### src/rtl/slp_pkg.sv
package slp_pkg;

    typedef enum logic [1:0] {
        ST_RUN,
        ST_SLEEP,
        ST_START,
        ST_PEND
    } slp_state_e;

    typedef enum logic [1:0] {
        WK_NONE,
        WK_RESET,
        WK_WDOG,
        WK_IRQ
    } wake_src_e;

    typedef struct packed {
        logic      hit;
        wake_src_e src;
    } wake_evt_t;

    // Highest priority first: reset pin, watchdog, interrupt
    function automatic wake_src_e pick_src(logic pin_rst, logic wdog, logic irq);
        if (pin_rst)   return WK_RESET;
        else if (wdog) return WK_WDOG;
        else if (irq)  return WK_IRQ;
        else           return WK_NONE;
    endfunction

endpackage

### src/rtl/slp_wake_detect.sv
module slp_wake_detect
    import slp_pkg::*;
#(
    parameter int N_IRQ = 4
) (
    input  logic             ext_rst_i,
    input  logic             wdt_en_i,
    input  logic             wdt_expire_i,
    input  logic [N_IRQ-1:0] irq_flag_i,
    input  logic [N_IRQ-1:0] irq_en_i,
    output wake_evt_t        evt_o
);

    logic [N_IRQ-1:0] armed;
    logic             any_irq;
    logic             wdog_hit;

    always_comb begin
        armed      = irq_flag_i & irq_en_i;
        any_irq    = |armed;
        wdog_hit   = wdt_en_i & wdt_expire_i;
        evt_o.src  = pick_src(ext_rst_i, wdog_hit, any_irq);
        evt_o.hit  = (evt_o.src != WK_NONE);
    end

endmodule

### src/rtl/slp_ost_timer.sv
module slp_ost_timer #(
    parameter int OST_CYCLES = 1024,
    parameter int RC_CYCLES  = 4
) (
    input  logic clk,
    input  logic rst,
    input  logic load_i,
    input  logic rc_mode_i,
    input  logic abort_i,
    output logic busy_o,
    output logic done_o
);

    localparam int MAXC = (OST_CYCLES > RC_CYCLES) ? OST_CYCLES : RC_CYCLES;
    localparam int CW   = $clog2(MAXC) + 1;
    localparam logic [CW-1:0] OST_LD = CW'(OST_CYCLES - 1);
    localparam logic [CW-1:0] RC_LD  = CW'(RC_CYCLES - 1);

    logic [CW-1:0] cnt;

    assign done_o = busy_o && (cnt == '0);

    always_ff @(posedge clk) begin
        if (rst || abort_i) begin
            busy_o <= 1'b0;
            cnt    <= '0;
        end else if (load_i) begin
            busy_o <= 1'b1;
            cnt    <= rc_mode_i ? RC_LD : OST_LD;
        end else if (busy_o) begin
            if (cnt == '0) busy_o <= 1'b0;
            else           cnt    <= cnt - 1'b1;
        end
    end


    load_starts_chk: assert property (@(posedge clk) disable iff (rst)
        (load_i && !abort_i) |=> busy_o);

endmodule

### src/rtl/slp_status_flags.sv
module slp_status_flags (
    input  logic clk,
    input  logic rst,
    input  logic sleep_ent_i,
    input  logic wdog_wake_i,
    output logic pd_o,
    output logic to_o
);

    always_ff @(posedge clk) begin
        if (rst) begin
            pd_o <= 1'b1;
            to_o <= 1'b1;
        end else if (sleep_ent_i) begin
            pd_o <= 1'b0;
            to_o <= 1'b1;
        end else if (wdog_wake_i) begin
            to_o <= 1'b0;
        end
    end


    sleep_flags_chk: assert property (@(posedge clk) disable iff (rst)
        sleep_ent_i |=> (!pd_o && to_o));


    wdog_to_chk: assert property (@(posedge clk) disable iff (rst)
        wdog_wake_i |=> !to_o);

endmodule

### src/rtl/slp_ctrl.sv
module slp_ctrl
    import slp_pkg::*;
#(
    parameter int N_IRQ      = 4,
    parameter int OST_CYCLES = 1024,
    parameter int RC_CYCLES  = 4
) (
    input  logic             clk,
    input  logic             rst,
    input  logic             sleep_req_i,
    input  logic [N_IRQ-1:0] irq_flag_i,
    input  logic [N_IRQ-1:0] irq_en_i,
    input  logic             gie_i,
    input  logic             wdt_en_i,
    input  logic             wdt_expire_i,
    input  logic             ext_rst_i,
    input  logic             rc_mode_i,
    input  logic             retire_i,
    output logic             core_ce_o,
    output logic             wake_o,
    output logic             vec_req_o,
    output logic             wdt_clr_o,
    output logic             pd_o,
    output logic             to_o
);

    slp_state_e state, state_nx;
    wake_evt_t  evt;
    logic       cause_irq;
    logic       sleep_ent, in_sleep, wake_go, wdog_wake;
    logic       ost_busy, ost_done, pin_abort;

    slp_wake_detect #(.N_IRQ(N_IRQ)) u_det (
        .ext_rst_i    (ext_rst_i),
        .wdt_en_i     (wdt_en_i),
        .wdt_expire_i (wdt_expire_i),
        .irq_flag_i   (irq_flag_i),
        .irq_en_i     (irq_en_i),
        .evt_o        (evt)
    );

    assign in_sleep  = (state == ST_SLEEP);
    assign sleep_ent = (state == ST_RUN) && sleep_req_i && !ext_rst_i;
    assign wake_go   = in_sleep && evt.hit && (evt.src != WK_RESET);
    assign wdog_wake = wake_go && (evt.src == WK_WDOG);
    assign pin_abort = ext_rst_i && (state != ST_RUN);
    assign wdt_clr_o = in_sleep && evt.hit;
    assign core_ce_o = (state == ST_RUN) || (state == ST_PEND);

    slp_ost_timer #(.OST_CYCLES(OST_CYCLES), .RC_CYCLES(RC_CYCLES)) u_ost (
        .clk       (clk),
        .rst       (rst),
        .load_i    (wake_go),
        .rc_mode_i (rc_mode_i),
        .abort_i   (pin_abort),
        .busy_o    (ost_busy),
        .done_o    (ost_done)
    );

    slp_status_flags u_flags (
        .clk         (clk),
        .rst         (rst),
        .sleep_ent_i (sleep_ent),
        .wdog_wake_i (wdog_wake),
        .pd_o        (pd_o),
        .to_o        (to_o)
    );

    always_comb begin
        state_nx = state;
        case (state)
            ST_RUN:   if (sleep_ent) state_nx = ST_SLEEP;
            ST_SLEEP: if (wake_go)   state_nx = ST_START;
            ST_START: if (ost_done)  state_nx = (cause_irq && gie_i) ? ST_PEND : ST_RUN;
            ST_PEND:  if (retire_i)  state_nx = ST_RUN;
            default:                 state_nx = ST_RUN;
        endcase
        if (ext_rst_i) state_nx = ST_RUN;
    end

    always_ff @(posedge clk) begin
        if (rst) begin
            state     <= ST_RUN;
            cause_irq <= 1'b0;
            wake_o    <= 1'b0;
            vec_req_o <= 1'b0;
        end else begin
            state     <= state_nx;
            if (wake_go) cause_irq <= (evt.src == WK_IRQ);
            wake_o    <= (state == ST_START) && ost_done && !ext_rst_i;
            vec_req_o <= (state == ST_PEND) && retire_i && !ext_rst_i;
        end
    end


    wake_resume_chk: assert property (@(posedge clk) disable iff (rst)
        wake_o |-> (core_ce_o && !$past(core_ce_o)));


    wake_single_chk: assert property (@(posedge clk) disable iff (rst)
        wake_o |=> !wake_o);


    vec_after_retire_chk: assert property (@(posedge clk) disable iff (rst)
        vec_req_o |-> $past(retire_i));


    vec_single_chk: assert property (@(posedge clk) disable iff (rst)
        vec_req_o |=> !vec_req_o);


    timer_gates_core_chk: assert property (@(posedge clk) disable iff (rst)
        ost_busy |-> !core_ce_o);


    pin_reset_run_chk: assert property (@(posedge clk) disable iff (rst)
        ext_rst_i |=> (core_ce_o && !wake_o && !vec_req_o));

endmodule

### config.mk
export PLATFORM = sky130hd
export DESIGN_NAME = slp_ctrl
export DESIGN_NICKNAME = d
export VERILOG_FILES = /design/src/rtl/slp_pkg.sv /design/src/rtl/slp_wake_detect.sv /design/src/rtl/slp_ost_timer.sv /design/src/rtl/slp_status_flags.sv /design/src/rtl/slp_ctrl.sv
export SDC_FILE = /design/constraint.sdc
export NUM_CORES = 1
export LEC_CHECK = 0
export ABC_AREA = 1
export CORE_MARGIN = 8
export CORE_UTILIZATION = 55
export DETAILED_ROUTE_END_ITERATION = 6
export DONT_BUFFER_PORTS = 1
export PLACE_DENSITY = 0.71
export SLEW_MARGIN = 15
export SYNTH_ARGS = -nofsm -noshare
export SYNTH_HDL_FRONTEND = slang
export SYNTH_SLANG_ARGS = --single-unit
### constraint.sdc
create_clock -name clk -period 2.2 [get_ports clk]
set_input_delay 0.22 -clock clk [delete_from_list [all_inputs] [get_ports clk]]
set_output_delay 0.22 -clock clk [all_outputs]
set_load 0.005 [all_outputs]
==> results.cfg, run 1 <==
[job]
max-cap-violations = 0

[pwr]
powerDensity_nw_per_um2 = 599.7
peakVddDrop_mv = 0.4187
total_power_mw = 0.7744
leakage_nw = 0.6318

[timing]
slew_violations = 0
worstMarginPinSlew_ns = 0.4485
hold_viol = 0
setup_violations = 0
fin_tns_setup_ns = 0
grt_setup_unrepaired = no
post-route-period-util_pct = 77.52
clock_skew_ns = 0.01058
slew_headroom_pct = 69.79
post-route-min-period_ns = 1.705
fmax_mhz = 586.3

[placed_design]
portBuffers = 0
dp_hpwl_um = 2064
gp_congestion = 0.9061

[clock_tree]
clk_pin_slew_ns = 0.10
clkLatencyLatePin_ns = 0.30
holdBufCountCts = 1
cts_made_buffers = 3
cts.sinks = 19
post_cts_buffers = 0
cts_tree = done
cts-resized-gates = 0
htree_levels = 1
clockBufferDepth = 2
clock-root-buffer = clkbuf_4

[finish]
drive_above_1_share_pct = 15.73
utilization_pct = 60.10
final_common_cell = nand2_1
num-fill-cells = 215
final_nets = 202
syn_to_final_growth_pct = 5.955
num_antenna_cells = 0
mostFrequentLayoutCells = 36 x nand2_1, 30 x nor2_1, 19 x dfxtp_1, 17 x inv_1, 13 x o21ai_0

[critical_path]
r2r.worst_path.cells = 6
required_ns = 2.39
arrival_ns = 1.90
cp_max_fo = 9
endpoint_kind = flop
start_kind = flop
criticalPathCategory = flop to flop
r2r_setup_slack_ns = 0.49

[logic_synthesis]
synth_compound_area_share_pct = 12.42
avgSynthCellArea_sq_um = 7.044
synthAdderAreaFrac_pct = 6.160
synth.mux.area_fraction_pct = 0
synth_cell_types = 25
synth_cells = 173
synthXorXnorAreaFrac_pct = 2.156
synth_top_family_by_area = simple AND/OR/NAND/NOR gates
synthSimpleGateAreaFrac_pct = 41.27
synth.yosys.seq_area_share_pct = 31.21
synth-seq-cells = 19
yosysWarnings = 0
netlist_area_sq_um = 1219
synth.net_count = 196

[detailed_routing]
drcViolationCount = 0
vias_per_cell = 5.097
routedWlPerCell_um = 12.27
ant_nets = 0
initialDrtViolationCount = 21
via_count = 1050
firstDrtPassIters = 4
routed_wl_um = 2528

[floorplan]
num_rows = 17
die_w_um = 63.07
dieArea_sq_um = 3978
coreArea_sq_um = 2148
die_h_um = 63.07
start_util_pct = 56.73
boundaryPins = 23

[grt]
grt_start_max_net_pins = 12
gr-usage-met1_pct = 13.77
track_usage_pct = 14.11
antenna_found_initial = 0
grt_pass1_vias = 1123
grtUsageMet2_pct = 26.63
top_usage_layer = met2
gr-total-overflow = 0
grt_pass1_wl_um = 4671
use_met3_pct = 3.887

[worst_hold_path]
hold_depth = 2
worstHoldPathType = primary input to flop

[run_status]
status = complete, no violations
-- logic make-up after synthesis --
kind of cell    Yosys count
compound gates           29
xor+xnor                  3
fa+ha+maj                 6
buf+inv                  22
flops                    19
simple gates             94
-- registers in the layout, indices dropped and copies added, names as in the netlist --
register      count
u_flags.pd_o      1
state             2
cause_irq         1
u_flags.to_o      1
u_ost.cnt        11
wake_o            1
vec_req_o         1
u_ost.busy_o      1
-- critical path: stages, from the launching register on --
cell and delay (ns):
dfxtp_1 0.41, inv_1 0.11, ha_1 0.23, o21ai_0 0.40, inv_1 0.25, o21ai_0 0.13
nor2_1 0.06
-- layout make-up --
| class | count | area, sq um | share of cell area, % |
|---|---|---|---|
| tap | 28 | 35.03 | 2.713 |
| inverter | 22 | 82.58 | 6.395 |
| clock buffer | 3 | 22.52 | 1.744 |
| sequential | 19 | 380.4 | 29.46 |
| multi-input combinational | 132 | 755.7 | 58.53 |
| clock inverter | 1 | 5.005 | 0.3876 |
| timing repair buffer | 1 | 10.01 | 0.7752 |
-- power breakdown --
part | internal (mW) | leakage (nW) | switching [mW]
combinational | 0.0858 | 0.460 | 0.132
sequential | 0.360 | 0.154 | 0.0180
clock | 0.0678 | 0.0177 | 0.110
total | 0.514 | 0.632 | 0.261
-- metal layers --
layer | routed length, um | up-vias | part of all wire (%)
li1 | - | 559 | -
met1 | 1024 | 473 | 41
met2 | 1389 | 16 | 55
met3 | 100 | 2 | 4.0
met4 | 14 | 0 | 0.55
met5 | 0 | - | 0
-- per-stage QoR --
step	hold WS [ns]	instances	setup WS, ns	cell area [sq um]
6_report	0.03196	206	0.4945	1291
5_1_grt	0.01545	206	0.2652	1291
4_1_cts	0.02258	206	0.5036	1291
3_5_place_dp	0.3068	201	0.4684	1254
3_3_place_gp	0.3033	201	0.5161	1254
2_1_floorplan	0.2993	173	0.7817	1219
-- synthesized netlist by cell type, drive strengths merged --
cell type	n	area, sq um
nand2	43	207.7
a22oi	1	7.510
nand4	3	18.77
o21ai	16	83.83
or2	1	6.260
nor3	2	15.01
a21oi	12	60.06
dfxtp	19	380.4
nor2	38	210.2
xnor2	2	17.52
nand3	7	45.04
ha	6	75.07
inv	22	82.58
xor2	1	8.760
-- path summary, 6_finish.rpt --
kind,from,endpoint
max reg2reg,state[1],u_ost.cnt[8]
min reg2reg,u_flags.pd_o,u_flags.pd_o
min,retire_i,vec_req_o
max,state[1],u_ost.cnt[8]
Note: power is estimated with default switching activity, not from simulation.
==> run 2, diff against run 1 <==
PLACE_DENSITY = 0.74   (was 0.71)
clock period = 1.4 ns   (was 2.2 ns; I/O delays follow)
==> run 2 against run 1 <==
  * The run now ends with negative setup slack left
  * Non-clock buffer count rose by 21
  * Hold slack got worse by 0.0090 ns
  * Sequential share of layout area fell by 5.8 points
  * Sequential power rose by 58%
  * Cell area rose by 28%
  * Global-route usage rose by 0.58 points
  * Via count rose by 14%
  * Combinational power rose by 140%
  * Critical path depth rose by 4
  * First-iteration DRC count rose to 3.0 times the previous value
  * Flip-flop and latch count did not move
  * Critical endpoint is now u_ost.cnt[6]
  * Largest cell class unchanged
  * Highest routed layer unchanged
==> results.cfg, run 2 (synthesis results as in run 1) <==
[detailed_routing]
via_count = 1198
ant_nets = 0
vias_per_cell = 5.254
routed_wl_um = 3299
initialDrtViolationCount = 62
firstDrtPassIters = 4
routedWlPerCell_um = 14.47
drcViolationCount = 0

[worst_hold_path]
holdPathEnd = state[0]
worstHoldPathType = primary input to flop
holdCritStartpoint = rst
hold_depth = 3

[finish]
num_antenna_cells = 0
syn_to_final_growth_pct = 36.04
largest_register_ffs = 11
regMostFlops = u_ost.cnt
largest_registers = u_ost.cnt: 11 flops, state: 2 flops
mostFrequentLayoutCells = 32 x nand2_1, 29 x nor2_1, 18 x buf_4, 12 x dfxtp_1, 11 x inv_1
drive_above_1_share_pct = 41.00
final_nets = 224
utilization_pct = 77.17
final_common_cell = nand2_1

[placed_design]
gp_congestion = 0.8888
portBuffers = 0
dp_hpwl_um = 2306

[clock_tree]
clockBufferDepth = 2
clk_pin_slew_ns = 0.12
clkLatencyLatePin_ns = 0.29
cts.sinks = 19
htree_levels = 1
clock-root-buffer = clkbuf_4
cts_made_buffers = 3
cts_tree = done

[timing]
fmax_mhz = 697.0
worstMarginPinSlew_ns = 0.2523
post-route-min-period_ns = 1.435
clock_skew_ns = 0.007615
setup_slack_ns = -0.03476
post-route-period-util_pct = 102.5
slew_violations = 0
hold_viol = 0
slew_headroom_pct = 83.15
setup_violations = 2
grt_setup_unrepaired = yes

[floorplan]
num_rows = 17
die_h_um = 63.07
die_w_um = 63.07
boundaryPins = 23
dieArea_sq_um = 3978
coreArea_sq_um = 2148
start_util_pct = 56.73

[critical_path]
start_kind = flop
arrival_ns = 1.64
cp_max_fo = 3
r2r_end = u_ost.cnt[6]
endpoint_kind = flop
r2r.worst_path.cells = 10
timing.rr.start = u_ost.cnt[0]
required_ns = 1.60
criticalPathCategory = flop to flop
r2r_setup_slack_ns = -0.03

[grt]
grt_start_max_net_pins = 11
grt_pass1_vias = 1180
grt_pass1_wl_um = 4995
track_usage_pct = 14.69
gr-total-overflow = 0
antenna_found_initial = 0

[run_status]
violations = negative setup slack
status = finished, violations left

[pwr]
peakVddDrop_mv = 0.7207
leakage_nw = 0.7586
total_power_mw = 1.395
powerDensity_nw_per_um2 = 841.2

[job]
max-cap-violations = 0
-- run 2: cell count changes in the layout (fill, tap and decap cells not counted), moves of 5 or more --
cell and change:
buf_4 +18, dfxtp_1 -7, dfxtp_2 +6, inv_1 -6, a21oi_1 -5, a21oi_2 +5
ha_1 -5, ha_4 +5, o21ai_0 -5
-- run 2: power breakdown --
group | switching [mW] | total, mW | internal, mW | leakage, nW
Combinational | 0.282 | 0.514 | 0.231 | 0.586
Clock | 0.172 | 0.282 | 0.111 | 0.0150
Sequential | 0.0318 | 0.599 | 0.567 | 0.158
Total | 0.486 | 1.39 | 0.909 | 0.759
-- run 2: area by class of cell --
type	instances	area [sq um]
clock buffer	4	26.28
fill	147	490.5
inverter	22	87.58
multi-input combinational	133	939.7
sequential	19	391.6
tap	28	35.03
timing repair buffer	22	177.7
-- run 2: critical path: stages (launching register included) --
cell,delay [ns]
dfxtp_2,0.35
inv_4,0.08
ha_4,0.14
inv_2,0.04
nor2_4,0.10
nand3_2,0.08
buf_4,0.15
buf_6,0.11
xnor2_2,0.13
a21oi_2,0.13
nor2_1,0.05
-- run 2: routing by layer --
layer  up-vias  global-route usage, %  wire, um
met5         -                      0         0
met3         4                  3.357        95
li1        609                      -         -
met4         0                  4.274        30
met1       560                  13.88      1191
met2        25                  29.96      1981
-- run 2: timing repair --
action	CTS	global route
cloned	0	1
gates resized for setup	22	33
hold endpoints to repair	4	0
pin swaps	1	17
setup buffers	0	7
endpoints found under the setup margin	11	12
hold buffers	2	0
-- run 2: how the worst max path moves through the flow --
stage | startpoint | to | slack (ns) | cells past startpoint
6_report | u_ost.cnt[0] | u_ost.cnt[6] | -0.03 | 10
5_1_grt | u_ost.cnt[0] | u_ost.cnt[10] | -0.13 | 12
4_1_cts | u_ost.cnt[0] | u_ost.cnt[10] | -0.01 | 11
3_5_place_dp | state[1] | u_ost.cnt[5] | -0.11 | 10
3_3_place_gp | state[1] | u_ost.cnt[2] | -0.03 | 10
2_1_floorplan | state[1] | u_ost.cnt[10] | 0.001 | 10
-- run 2: through the flow --
stage               TNS (ns)  hold WS [ns]  setup WS [ns]  cell area [sq um]  cells
floorplan                  0        0.2193       0.001218               1219    173
global placement     -0.1756        0.2307       -0.02576               1351    214
detailed placement   -0.9985        0.2255        -0.1145               1351    214
CTS                 -0.01429       0.02152       -0.01429               1464    220
global route         -0.8139       0.02419        -0.1267               1658    228
finish              -0.04999       0.02299       -0.03476               1658    228
==> run 3, diff against run 2 <==
PLACE_DENSITY = 0.73   (was 0.74)
==> run 3 against run 2 <==
  * The run still ends with negative setup slack left
  * Clock skew fell by 0.00050 ns
  * Count of clock-buffer cells in the layout is the same
  * First-iteration DRC count is 16% lower
  * Power fell by 3.0%
  * Global-route usage shrank 0.45 points
  * Sequential share of layout area rose by 0.86 points
  * Critical path depth stayed put
  * Cell count rose by 0.44%
==> results.cfg, run 3 (synthesis results as in run 1) <==
[finish]
final_nets = 225
final_common_cell = nand2_1
syn_to_final_growth_pct = 29.57
mostFrequentLayoutCells = 35 x nand2_1, 28 x nor2_1, 20 x buf_4, 16 x dfxtp_1, 11 x inv_1
drive_above_1_share_pct = 35.32
regMostFlops = u_ost.cnt
final_area_sq_um = 1579
largest_registers = u_ost.cnt: 11 flops, state: 2 flops
num_antenna_cells = 0
utilization_pct = 73.50
fin_cells = 229
largest_register_ffs = 11

[detailed_routing]
firstDrtPassIters = 4
drcViolationCount = 0
routed_wl_um = 3360
ant_nets = 0
initialDrtViolationCount = 52
via_count = 1208
vias_per_cell = 5.275
routedWlPerCell_um = 14.67

[floorplan]
num_rows = 17
coreArea_sq_um = 2148
dieArea_sq_um = 3978
die_w_um = 63.07
die_h_um = 63.07
boundaryPins = 23
start_util_pct = 56.73

[pwr]
powerDensity_nw_per_um2 = 856.7
leakage_nw = 0.7428
peakVddDrop_mv = 0.6578
total_power_mw = 1.353

[timing]
clock_skew_ns = 0.007115
post-route-min-period_ns = 1.480
slew_headroom_pct = 81.76
setup_violations = 9
setup_slack_ns = -0.07951
fmax_mhz = 675.9
hold_viol = 0
slew_violations = 0
post-route-period-util_pct = 105.7
grt_setup_unrepaired = yes
worstMarginPinSlew_ns = 0.2726

[critical_path]
crit_buf_inv = 3
endpoint_kind = flop
criticalPathCategory = flop to flop
crit_slowest_cell = dfxtp_2
max_stage_delay_ns = 0.34
required_ns = 1.61
crit_chain = inv_2, ha_4, nand2_8, nor2_8, inv_4, o21ai_4, buf_4, a21oi_1, nor2_1, nor2_1
cp_top_family = simple AND/OR/NAND/NOR gates
cp_max_fo = 6
arrival_ns = 1.68
start_kind = flop
cpMostUsedCell = nor2_1

[grt]
antenna_found_initial = 0
track_usage_pct = 14.24
grt_start_max_net_pins = 11
gr-total-overflow = 0
grt_pass1_wl_um = 4712
grt_pass1_vias = 1133

[placed_design]
gp_congestion = 0.9036
pre_cts_ws_ns = -0.1151
dp_hpwl_um = 2312
dpl.cell_count = 215
placed_area_sq_um = 1359
portBuffers = 0

[run_status]
status = finished, violations left
violations = negative setup slack

[clock_tree]
cts.sinks = 19
htree_levels = 1
cts_tree = done
clock-root-buffer = clkbuf_4
clkLatencyLatePin_ns = 0.30
clk_pin_slew_ns = 0.11
cts_made_buffers = 3
clockBufferDepth = 2

[job]
max-cap-violations = 0

[worst_hold_path]
worstHoldPathType = primary input to flop
run 3: cell types whose count changed in the layout (fill, tap and decap cells not counted), moves of 2 or more:
cell     before  now
nor2_4        7    5
a21oi_2       5    3
nand2_2       7    4
ha_4          5    3
a21oi_1       7    9
nor2_2        0    3
nand2_1      32   35
buf_4        18   20
dfxtp_2       6    2
o21ai_0       8   10
dfxtp_1      12   16
run 3: worst register-to-register path, delay by kind of cell (launching register included):
family | cells | cell delay [ns]
AO/OA/AOI/OAI | 2 | 0.15
buffers and inverters | 3 | 0.31
adder cells (fa/ha/maj) | 1 | 0.18
AND/OR/NAND/NOR | 4 | 0.41
flip-flops | 1 | 0.34
run 3: layout make-up:
| type | instances | area [sq um] |
|---|---|---|
| sequential | 19 | 386.6 |
| tap | 28 | 35.03 |
| timing repair buffer | 24 | 192.7 |
| fill | 169 | 569.3 |
| multi-input combinational | 132 | 850.8 |
| clock buffer | 4 | 26.28 |
| inverter | 22 | 87.58 |
run 3: per-layer routing:
layer	part of all wire [%]	vias up	GRT usage, %	routed length, um
met5	0	-	0	0
met3	4.4	13	4.064	149
met1	36	558	14.04	1223
met4	3.2	0	5.698	109
met2	56	30	27.02	1877
li1	-	607	-	-
run 3: what timing repair did:
item,in CTS,in global routing
resized for setup,18,17
endpoints found under the setup margin,12,13
hold buffers,2,0
buffers inserted,1,7
hold endpoints to repair,4,0
pin swaps,10,19
run 3: final timing paths:
check / start / endpoint / slack (ns) / cells past startpoint
worst min-delay path: rst / state[0] / 0.01 / 3
worst min register to register: u_flags.pd_o / u_flags.pd_o / 0.49 / 2
worst max register to register: state[1] / u_ost.cnt[5] / -0.08 / 10
worst max-delay path: state[1] / u_ost.cnt[5] / -0.08 / 10
run 3: where the power goes:
part	internal, mW	switching, mW
clock network	0.111	0.176
logic	0.210	0.260
registers	0.566	0.0297
total	0.887	0.466
run 3: through the flow:
stage / hold slack [ns] / setup TNS [ns]
3_5_place_dp: 0.2304 / -0.8837
5_1_grt: 0.02970 / -1.225
6_report: 0.01450 / -0.4347
2_1_floorplan: 0.2193 / 0
3_3_place_gp: 0.2268 / -0.2241
4_1_cts: 0.03197 / -0.07083
